[src/rtl/extBusPkg.sv]
package extBusPkg;
  typedef enum logic [2:0] {
    ST_IDLE,
    ST_ADDR,
    ST_STROBE,
    ST_WAIT,
    ST_RECOVER
  } busState_t;

  typedef struct packed {
    logic load;       // take a new request
    logic advance;    // step to the second byte cycle
    logic capture;    // sample read data
    logic addrPhase;  // address cycle
    logic strobeOn;   // strobe cycles (STROBE/WAIT)
    logic active;     // any non-idle cycle
  } pathCtl_t;
endpackage

[src/rtl/extBusCtrl.sv]
module extBusCtrl
  import extBusPkg::*;
(
  input  logic     clk,
  input  logic     rstN,
  input  logic     reqValid,
  input  logic     cfgRdyEn,
  input  logic     ready,
  input  logic     lastByte,
  output pathCtl_t ctl,
  output logic     busy,
  output logic     done
);
  busState_t state, stateNext;
  logic stretch;

  assign stretch = cfgRdyEn && ready;

  always_comb begin
    stateNext = state;
    case (state)
      ST_IDLE:    if (reqValid) stateNext = ST_ADDR;
      ST_ADDR:    stateNext = ST_STROBE;
      ST_STROBE:  stateNext = stretch ? ST_WAIT : ST_RECOVER;
      ST_WAIT:    stateNext = stretch ? ST_WAIT : ST_RECOVER;
      ST_RECOVER: stateNext = lastByte ? ST_IDLE : ST_ADDR;
      default:    stateNext = ST_IDLE;
    endcase
  end

  always_ff @(posedge clk) begin
    if (!rstN) begin
      state <= ST_IDLE;
      done  <= 1'b0;
    end else begin
      state <= stateNext;
      done  <= (state == ST_RECOVER) && lastByte;
    end
  end

  always_comb begin
    ctl.load      = (state == ST_IDLE) && reqValid;
    ctl.advance   = (state == ST_RECOVER) && !lastByte;
    ctl.capture   = (state == ST_RECOVER);
    ctl.addrPhase = (state == ST_ADDR);
    ctl.strobeOn  = (state == ST_STROBE) || (state == ST_WAIT);
    ctl.active    = (state != ST_IDLE);
  end

  assign busy = (state != ST_IDLE);

  // done lasts one cycle and follows a busy cycle
  p_done_pulse_r2: assert property (@(posedge clk) disable iff (!rstN)
    done |=> !done);
  p_done_after_busy_r2: assert property (@(posedge clk) disable iff (!rstN)
    done |-> $past(busy));
  // wait state holds while ready is enabled and high
  p_wait_hold_r10: assert property (@(posedge clk) disable iff (!rstN)
    (state == ST_WAIT && cfgRdyEn && ready) |=> (state == ST_WAIT));
  p_no_wait_when_off_r10: assert property (@(posedge clk) disable iff (!rstN)
    (state == ST_STROBE && !cfgRdyEn) |=> (state == ST_RECOVER));
endmodule

[src/rtl/extBusPath.sv]
module extBusPath
  import extBusPkg::*;
#(
  parameter int ADDR_W = 24,
  parameter int DATA_W = 16
) (
  input  logic              clk,
  input  logic              rstN,
  input  logic              cfgMux,
  input  logic              cfgWide,
  input  logic              cfgWrLowByte,
  input  pathCtl_t          ctl,
  input  logic              reqWrite,
  input  logic [ADDR_W-1:0] reqAddr,
  input  logic [DATA_W-1:0] reqWdata,
  input  logic [1:0]        reqBe,
  input  logic [DATA_W-1:0] portIn,
  output logic              lastByte,
  output logic [DATA_W-1:0] rdData,
  output logic [DATA_W-1:0] portOut,
  output logic [DATA_W-1:0] portOe,
  output logic [ADDR_W-DATA_W-1:0] segAddr,
  output logic [DATA_W-1:0] lowAddr,
  output logic              ale,
  output logic              rdN,
  output logic              wrN
);
  localparam int LANE_W = DATA_W / 2;
  localparam int SEG_W  = ADDR_W - DATA_W;

  logic [ADDR_W-1:0] addrQ, curAddr;
  logic [DATA_W-1:0] wdataQ, rdQ, wrWord;
  logic [1:0]        beQ, beEff;
  logic              writeQ, byteSel, needHigh, wrAllowed, narrowStep;
  logic [LANE_W-1:0] loOut, hiOut;
  logic              loOe, hiOe;

  assign beEff = (reqBe == 2'b00) ? 2'b11 : reqBe;

  always_ff @(posedge clk) begin
    if (!rstN) begin
      addrQ   <= '0;
      wdataQ  <= '0;
      beQ     <= 2'b11;
      writeQ  <= 1'b0;
      byteSel <= 1'b0;
      rdQ     <= '0;
    end else begin
      if (ctl.load) begin
        addrQ   <= reqAddr;
        wdataQ  <= reqWdata;
        beQ     <= beEff;
        writeQ  <= reqWrite;
        byteSel <= !cfgWide && reqWrite && !beEff[0];
        rdQ     <= '0;
      end else if (ctl.advance) begin
        byteSel <= 1'b1;
      end
      if (ctl.capture && !writeQ) begin
        if (cfgWide)      rdQ <= portIn;
        else if (byteSel) rdQ[DATA_W-1:LANE_W] <= portIn[LANE_W-1:0];
        else              rdQ[LANE_W-1:0] <= portIn[LANE_W-1:0];
      end
    end
  end

  assign needHigh   = !writeQ || beQ[1];
  assign lastByte   = cfgWide || byteSel || !needHigh;
  assign narrowStep = !cfgWide && byteSel;
  assign curAddr    = addrQ + {{(ADDR_W-1){1'b0}}, narrowStep};
  assign rdData     = rdQ;

  assign segAddr = ctl.active ? curAddr[ADDR_W-1:DATA_W] : '0;
  assign lowAddr = ctl.active ? curAddr[DATA_W-1:0] : '0;

  // strobes
  assign wrAllowed = !cfgWrLowByte || !cfgWide || beQ[0];
  assign ale = ctl.addrPhase && cfgMux;
  assign rdN = !(ctl.strobeOn && !writeQ);
  assign wrN = !(ctl.strobeOn && writeQ && wrAllowed);

  // write data placed on the lanes
  assign wrWord = cfgWide ? wdataQ :
                  {{LANE_W{1'b0}}, (byteSel ? wdataQ[DATA_W-1:LANE_W] : wdataQ[LANE_W-1:0])};

  // low lane: address in mux address phase, else data
  always_comb begin
    if (cfgMux && ctl.addrPhase) begin
      loOut = curAddr[LANE_W-1:0];
      loOe  = 1'b1;
    end else begin
      loOut = wrWord[LANE_W-1:0];
      loOe  = ctl.active && writeQ;
    end
  end

  // high lane: data when wide, address when mux narrow, unused when demux narrow
  always_comb begin
    if (cfgWide) begin
      if (cfgMux && ctl.addrPhase) begin
        hiOut = curAddr[DATA_W-1:LANE_W];
        hiOe  = 1'b1;
      end else begin
        hiOut = wrWord[DATA_W-1:LANE_W];
        hiOe  = ctl.active && writeQ;
      end
    end else if (cfgMux) begin
      hiOut = curAddr[DATA_W-1:LANE_W];
      hiOe  = ctl.active;
    end else begin
      hiOut = '0;
      hiOe  = 1'b0;
    end
  end

  assign portOut = {hiOut, loOut};
  assign portOe  = {{LANE_W{hiOe}}, {LANE_W{loOe}}};

  // strobes never overlap
  p_strobe_excl_r8: assert property (@(posedge clk) disable iff (!rstN)
    !(!rdN && !wrN));
  // address latch only in multiplexed modes, never with a strobe
  p_ale_mux_only_r3: assert property (@(posedge clk) disable iff (!rstN)
    ale |-> (cfgMux && rdN && wrN));
  // no drive on the multiplexed low lane while reading
  p_read_release_r5: assert property (@(posedge clk) disable iff (!rstN)
    (!rdN && cfgMux) |-> (portOe[LANE_W-1:0] == '0));
  // high lane left alone in demultiplexed 8-bit mode
  p_narrow_high_free_r6: assert property (@(posedge clk) disable iff (!rstN)
    (!cfgMux && !cfgWide) |-> (portOe[DATA_W-1:LANE_W] == '0));
  // address stable through a strobe
  p_addr_stable_r4: assert property (@(posedge clk) disable iff (!rstN)
    (!rdN && $past(!rdN)) |-> ($stable(lowAddr) && $stable(segAddr)));
  initial assert (SEG_W > 0);
endmodule

[src/rtl/extBusTop.sv]
module extBusTop
  import extBusPkg::*;
#(
  parameter int ADDR_W = 24,
  parameter int DATA_W = 16
) (
  input  logic              clk,
  input  logic              rstN,
  input  logic              cfgMux,
  input  logic              cfgWide,
  input  logic              cfgWrLowByte,
  input  logic              cfgRdyEn,
  input  logic              reqValid,
  input  logic              reqWrite,
  input  logic [ADDR_W-1:0] reqAddr,
  input  logic [DATA_W-1:0] reqWdata,
  input  logic [1:0]        reqBe,
  output logic              busy,
  output logic              done,
  output logic [DATA_W-1:0] rdData,
  input  logic [DATA_W-1:0] portIn,
  output logic [DATA_W-1:0] portOut,
  output logic [DATA_W-1:0] portOe,
  output logic [ADDR_W-DATA_W-1:0] segAddr,
  output logic [DATA_W-1:0] lowAddr,
  output logic              ale,
  output logic              rdN,
  output logic              wrN,
  input  logic              ready
);
  pathCtl_t ctl;
  logic     lastByte;

  extBusCtrl uCtrl (
    .clk(clk), .rstN(rstN), .reqValid(reqValid), .cfgRdyEn(cfgRdyEn),
    .ready(ready), .lastByte(lastByte), .ctl(ctl), .busy(busy), .done(done)
  );

  extBusPath #(.ADDR_W(ADDR_W), .DATA_W(DATA_W)) uPath (
    .clk(clk), .rstN(rstN), .cfgMux(cfgMux), .cfgWide(cfgWide),
    .cfgWrLowByte(cfgWrLowByte), .ctl(ctl), .reqWrite(reqWrite),
    .reqAddr(reqAddr), .reqWdata(reqWdata), .reqBe(reqBe), .portIn(portIn),
    .lastByte(lastByte), .rdData(rdData), .portOut(portOut), .portOe(portOe),
    .segAddr(segAddr), .lowAddr(lowAddr), .ale(ale), .rdN(rdN), .wrN(wrN)
  );
endmodule

[config.mk]
export PLATFORM = sky130hd
export DESIGN_NAME = extBusTop
export DESIGN_NICKNAME = d
export VERILOG_FILES = /design/src/rtl/extBusPkg.sv /design/src/rtl/extBusCtrl.sv /design/src/rtl/extBusPath.sv /design/src/rtl/extBusTop.sv
export SDC_FILE = /design/constraint.sdc
export NUM_CORES = 1
export LEC_CHECK = 0
export BUFFER_PORTS_ARGS = -buffer_cell sky130_fd_sc_hd__buf_4
export CAP_MARGIN = 10
export CORE_MARGIN = 2
export CORE_UTILIZATION = 48
export CTS_BUF_LIST = sky130_fd_sc_hd__clkbuf_16
export DETAILED_ROUTE_END_ITERATION = 12
export PLACE_DENSITY = 0.8
export RECOVER_POWER = 50
export SETUP_SLACK_MARGIN = 0.1
export SYNTH_ARGS = -nofsm -noshare
export SYNTH_HDL_FRONTEND = slang
export SYNTH_SLANG_ARGS = --single-unit
[constraint.sdc]
create_clock -name clk -period 3.25 [get_ports clk]
set_input_delay 0.4875 -clock clk [delete_from_list [all_inputs] [get_ports clk]]
set_output_delay 0.4875 -clock clk [all_outputs]
set_load 0.02 [all_outputs]
After elaboration in Yosys (flattened, before gate mapping)
Cells that the tools add are included.

cells by class
  equal/unequal tests = 5
  mux-type cells = 23
  reduce and logical (&&, ||, !) cells = 32
  add/subtract/negate cells = 1

operator list
  operator                                                          number
  16-bit 2-to-1 mux                                                 5
  8-bit 2-to-1 mux                                                  8
  24-bit by 1-bit adder with 24-bit output                          1
  1-bit logical AND                                                 13
  3-bit case mux with 4 select lines                                1
  1-bit logical NOT                                                 8
  3-bit by 2-bit == test with 1-bit output (second input constant)  2
  1-bit logical OR                                                  6
  1-bit 2-to-1 mux                                                  6
  3-bit 2-to-1 mux                                                  2
  3-bit by 1-bit == test with 1-bit output (second input constant)  1
  3-bit == test (second input constant)                             1
  3-bit logical NOT                                                 1
  3-bit nonzero test                                                1
  2-bit logical NOT                                                 1
  2-bit 2-to-1 mux                                                  1
  2-bit != test (second input constant)                             1
  2-bit nonzero test                                                1
  2-bit OR reduction                                                1

storage, ports and cells
  register bits = 64
  output and inout bits = 77
  input bits = 67
  word-level logic and storage cells = 69

Depth between registers and ports, before layout
Gate-level depths: netlist of run 1.

  word-level depth = 8
  mapped depth = 10

Cells and area by module
From an unflattened synthesis of run 1, not the netlist that was laid out.

unflattened totals
  cells, all modules = 424
  area, all modules = 3634.7 µm²

by module, submodules not included
  module      cells each  area an instance (µm²)  times used
  extBusPath  402         3434.5                  1
  extBusCtrl  22          200.2                   1

Worst setup path before layout of run 1
No wires, ideal clock.

  path type = input-to-output
  start point = input cfgWide
  end point = output portOut[14]
  cell stages on the path = 10
  slack = 57 ps
  arrival = 2706 ps
  cell sequence = nand2b_1 > clkinv_1 > buf_1 > ha_1 > ha_1 > clkbuf_1 > nand2_1 > nor4_1 > xnor2_1 > o21ai_0

between the ends
  longest elaborated chain between the ends = 5
  elaborated cells between the ends (all ways) = 7

ends and longest elaborated chain
  what                                      line                                  text
  start, declared                           extBusTop.sv:10                       input logic cfgWide,
  1-bit logical NOT                         extBusPath.sv:69                      assign narrowStep = !cfgWide && byteSel;
  1-bit logical AND                         extBusPath.sv:69
  24-bit by 1-bit adder with 24-bit output  extBusPath.sv:70                      assign curAddr = addrQ + {{(ADDR_W-1){1'b0}}, narrowStep};
  8-bit 2-to-1 mux (on tied branches)       extBusPath.sv:107, extBusPath.sv:100
  8-bit 2-to-1 mux (*)                      extBusPath.sv:99                      if (cfgWide) begin
  end, declared                             extBusTop.sv:22                       output logic [DATA_W-1:0] portOut,

Mark *: on every way between the ends. The rest lies on a longest branch, timed or not.

Final worst setup path of run 1
  start point = input cfgWide
  end point = output portOut[10]

The elaborated chain is that of the path after synthesis.

==> metrics.yaml, run 1 <==
status: "finished, final reports clean"
wl_per_cell_um: 15.3
placed_cells: 660
grt_pass1_vias: 3266
r2r_end: "uPath.addrQ[12]"
cts-root-buf: "clkbuf_16"
slew_viol_final: 0
cp_num_buf_inv: 3
yosysWarnings: 0
numCtsBuffers: 9
synth_top_cell_area_share_pct: 36.7
area_growth_pct: 34.7
required_ps: 2760
setup_viol: 0
syn-num-nets: 526
yosysSeqAreaShare_pct: 36.7
synth_fa_ha_area_share_pct: 1.07
synth_area_leaders: "dfxtp_1 (37%), nand2_1 (12%), a21boi_0 (8.8%)"
hold_viol: 0
grt.overflow.total: 0
min_period_over_period_pct: 92.4
fin_cells: 674
start_util_pct: 48.9
final_nets: 642
yosysUniqueCellTypes: 43
clockBufferDepth: 2
cp.arrival_ps: 2520
fin_util_pct: 65.9
rsz0062_at_grt: "no"
crit_path_start: "cfgWide"
synth_edf_count: 0
vias: 3649
die_y_um: 89.3
antenna_found_initial: 0
cts_resized: 0
power-per-cell-area_nw_per_um2: 497
grt_usage_pct: 25.4
yosys.area_share.xor_xnor_pct: 3.51
vias_per_cell: 5.41
cp_max_fo: 14
drive_gt1_share_pct: 25.7
hold_ws_ps: 353
grtUsageMet3_pct: 4.62
synth-simple-area-share_pct: 27.3
use_met2_pct: 41.5
gp_congestion: 0.940
clock-skew-final_ps: 4.10
synth-compound-area-share_pct: 23.3
grt_max_degree: 65
synthFlopType: "dfxtp_1"
top_usage_layer: "met2"
async_reset_ff_share_pct: 0
r2r_slack_ps: 780
cts_setup_buffers: 0
finalCriticalPeriod_ps: 3000
peakVddDrop_uv: 266
place_hpwl_um: 7590
boundaryPins: 144
met1_usage_pct: 33.7
tns_ps: 0
crit_path_end_kind: "output port"
cpPeakStageDelay_ps: 380
cp_slowest_cell: "ha_1"
cap_violations: 0
routed_wl_um: 10300
cts_tree: "done"
die_w_um: 89.3
cp_top_family: "adder cells"
crit_path_end: "portOut[10]"
hold_path.class: "primary input to flip-flop"
path_cells: "buf_4 -> nand2b_1 -> clkinv_1 -> ha_1 -> ha_1 -> nand2_1 -> nor3_1 -> xnor2_1 -> o21ai_0 -> buf_4"
holdBufCountCts: 0
max_slew_margin_pct: 21.1
clock.fmax_mhz: 333
core-area_um2: 7140
yosys.area.top_type: "dfxtp_1"
nFillCells: 676
worst_pin_slew_ps: 1180
ant_nets: 0
die-area_um2: 7970
start_kind: "primary input"
cts.sinks: 64
synthMuxAreaShare_pct: 0.860
synth_cells: 456
grt_pass1_wl_um: 15600
htree_levels: 3
synth_top_family_by_area: "simple AND/OR/NAND/NOR gates"
crit_cells: 10
insertion_delay_ps: 320
path_class: "primary input to output port"
r2r_start: "uCtrl.state[1]"
reg2reg_depth: 6
ys_ff_latch: 64
num_rows: 31
netlist_area_um2: 3490
diodes: 0
dr.pass1.iters: 4
leakage_nw: 1.94
path_clk_slew_ps: 50
postSynthAreaPerCell_um2: 7.66
drc: 0
port-buffer-count: 143
drt-initial-drc-count: 226
[through the flow]
stage,cell area [µm²],total power (W),setup slack (ps)
2_1_floorplan,3490,0.00129,126
3_3_place_gp,4550,0.00153,375
3_5_place_dp,4550,0.00154,311
4_1_cts,4800,0.00236,302
5_1_grt,4700,0.00244,115
6_report,4700,0.00234,247
[flip-flops by register name, indices dropped and copies added, names as in the netlist]
name	count
uCtrl.done	1
uCtrl.state	3
uPath.addrQ	24
uPath.beQ	2
uPath.byteSel	1
uPath.rdData	16
uPath.wdataQ	16
uPath.writeQ	1
[cell families after synthesis]
kind of cell    count (synthesis)
simple gates                  203
compound gates                117
flops                          64
buf+inv                        52
xor+xnor                       14
mux                             3
fa+ha+maj                       3
[worst min-delay path by stage]
stage                                 end  slack [ps]  cells after the start             from
after floorplan           uPath.wdataQ[2]         440                      2  uPath.wdataQ[2]
after global placement    uPath.wdataQ[2]         450                      2  uPath.wdataQ[2]
after detailed placement  uPath.wdataQ[4]         460                      2  uPath.wdataQ[4]
after CTS                  uCtrl.state[2]         350                      2            ready
after global routing       uCtrl.state[2]         360                      2            ready
final                      uCtrl.state[2]         350                      2            ready
[per-layer routing]
layer / routed length (µm) / up-vias
met2: 5040 / 121
met5: 0 / -
li1: - / 1787
met1: 4490 / 1731
met4: 134 / 0
met3: 627 / 10
[placed cells by master, fill, tap and decap left out, types with 8 or more instances in the layout]
master,count
buf_4,128
dfxtp_1,64
clkbuf_16,9
nand2_1,112
a22o_1,8
and2_1,10
a21oi_1,16
nor2b_1,18
a22oi_1,16
o21ai_0,17
xnor2_1,12
a21boi_0,41
nor2_1,24
clkbuf_1,22
[final cells by class]
type | instances | area (µm²) | share of cell area [%]
clock buffer | 9 | 225 | 4.79
inverter | 5 | 18.8 | 0.399
tap | 99 | 124 | 2.63
timing repair buffer | 152 | 1050 | 22.4
multi-input combinational | 340 | 1980 | 42.0
sequential | 64 | 1280 | 27.2
clock inverter | 5 | 26.3 | 0.559
[report_power, final]
group	internal (W)	switching (W)
Clock	0.000499	0.000326
Sequential	0.000841	0.0000612
Combinational	0.000248	0.000362
Total	0.00159	0.000749
[cell usage after synthesis (8+ instances only)]
cell type and number:
a21boi_0 41, clkbuf_1 26, a21oi_1 16, o21ai_0 18, nor2_1 24, buf_4 16, dfxtp_1 64, nor2b_1 18
a22o_1 8, and2_1 10, xnor2_1 12, nand2_1 112, a22oi_1 16
[worst reg2reg max path, cell delays in order (launching register included)]
cell	delay [ps]
dfxtp_1	540
nor3_1	120
clkbuf_2	330
nand2_1	460
clkbuf_2	600
nand2_1	140
a21boi_0	200
No activity file was read; power rests on OpenSTA's default activity.
==> run 2: changes to the inputs <==
--- a/config.mk
+++ b/config.mk
@@ -8,10 +8,10 @@
 export BUFFER_PORTS_ARGS = -buffer_cell sky130_fd_sc_hd__buf_4
 export CAP_MARGIN = 10
 export CORE_MARGIN = 2
-export CORE_UTILIZATION = 48
+export CORE_UTILIZATION = 30
 export CTS_BUF_LIST = sky130_fd_sc_hd__clkbuf_16
 export DETAILED_ROUTE_END_ITERATION = 12
-export PLACE_DENSITY = 0.8
+export PLACE_DENSITY = 0.65
 export RECOVER_POWER = 50
 export SETUP_SLACK_MARGIN = 0.1
 export SYNTH_ARGS = -nofsm -noshare
==> run 2 against run 1 <==
Sequential cell count unchanged. Hold slack better by 9.1 ps. Register-to-register slack worse by 360 ps. Critical endpoint is now portOut[12]. Largest cell class unchanged. Largest power group is now the clock network.
==> metrics.yaml, run 2 (synthesis results as in run 1) <==
total_power_w: 0.00253
vias: 3689
multi_input_area_um2: 1980
power-per-cell-area_nw_per_um2: 522
max_slew_margin_pct: 29.1
tns_ps: 0
core-area_um2: 11400
status: "finished, final reports clean"
hold_ws_ps: 362
num_rows: 39
numCtsBuffers: 9
diodes: 0
final_nets: 645
insertion_delay_ps: 320
clock-skew-final_ps: 4.38
crit_path_end_kind: "output port"
grt_pass1_wl_um: 17400
nFillCells: 1159
die_w_um: 112
design_area_um2: 4850
die_y_um: 112
cts_tree: "done"
hold_viol: 0
reg2reg_depth: 6
place_area_um2: 4630
dr.pass1.iters: 4
r2r_start: "uCtrl.state[1]"
r2r_slack_ps: 420
rsz0062_at_grt: "no"
cts-root-buf: "clkbuf_16"
gp_congestion: 0.951
required_ps: 2760
top_register: "uPath.addrQ"
cts_resized: 0
hold_path.class: "primary input to flip-flop"
cts.sinks: 64
start_util_pct: 30.7
place_hpwl_um: 8300
grt_pass1_vias: 3464
holdBufCountCts: 0
path_class: "primary input to output port"
slew_viol_final: 0
peakVddDrop_uv: 268
crit_path_end: "portOut[12]"
setup_viol: 0
htree_levels: 3
fin_cells: 723
port-buffer-count: 143
layout_common_cells: "buf_4 (133), nand2_1 (112), dfxtp_1 (64)"
drive_gt1_share_pct: 26.4
routed_wl_um: 11100
worst_pin_slew_ps: 1060
grt_max_degree: 65
cts_setup_buffers: 0
seqCellArea_um2: 1280
leakage_nw: 1.98
cp_max_fo: 14
boundaryPins: 144
vias_per_cell: 5.10
finalCriticalPeriod_ps: 3010
largest_register_ffs: 24
start_kind: "primary input"
cap_violations: 0
r2r_end: "uPath.wdataQ[13]"
area_growth_pct: 38.8
grt.overflow.total: 0
drt-initial-drc-count: 347
final_common_cell: "buf_4"
grt_usage_pct: 17.3
clockBufferDepth: 2
antenna_found_initial: 0
drc: 0
ant_nets: 0
crit_path_start: "cfgWide"
min_period_over_period_pct: 92.6
cp.arrival_ps: 2520
path_clk_slew_ps: 50
clock.fmax_mhz: 332
die-area_um2: 12500
placed_cells: 707
wl_per_cell_um: 15.4
==> run 2: routing by layer <==
metal  vias up  track usage [%]  routed length [µm]
li1       1791                -                   -
met1      1738             22.7                4960
met2       144             27.8                5220
met3        16             3.27                 720
met4         0             7.33                 216
met5         -                0                   0
==> run 2: worst max-delay path, cell delays in order <==
cell	delay, ps
buf_4	160
nand2b_1	180
clkinv_1	70
ha_1	240
ha_1	290
nand2_1	80
nor4_1	290
xnor2_1	180
o21ai_0	330
buf_4	210
==> run 2: through the flow <==
step | setup WS [ps] | utilization (%)
after global routing | 102 | 42.6
after floorplan | 126 | -
after CTS | 296 | 43.5
after global placement | 456 | 40.7
after detailed placement | 355 | 40.7
final | 241 | 42.6
==> run 2: how the worst min path moves through the flow <==
stage,start,endpoint,cells past startpoint
after CTS,ready,uCtrl.state[2],2
final,cfgRdyEn,uCtrl.state[2],2
after global placement,uPath.wdataQ[4],uPath.wdataQ[4],2
after global routing,ready,uCtrl.state[2],2
after detailed placement,uPath.wdataQ[3],uPath.wdataQ[3],2
after floorplan,uPath.wdataQ[2],uPath.wdataQ[2],2
==> run 2: layout make-up <==
cell class / count / area share [%]
flip-flops and latches: 64 / 26.4
repair buffers: 155 / 22.3
inverters: 5 / 0.387
multi-input cells: 340 / 40.7
clock inverters: 7 / 1.78
well taps: 143 / 3.69
clock buffers: 9 / 4.65
==> run 2: power breakdown <==
| part | internal, W | switching (W) | leakage, nW |
|---|---|---|---|
| combinational | 0.000257 | 0.000371 | 1.31 |
| sequential | 0.000840 | 0.0000604 | 0.523 |
| clock | 0.000663 | 0.000341 | 0.144 |
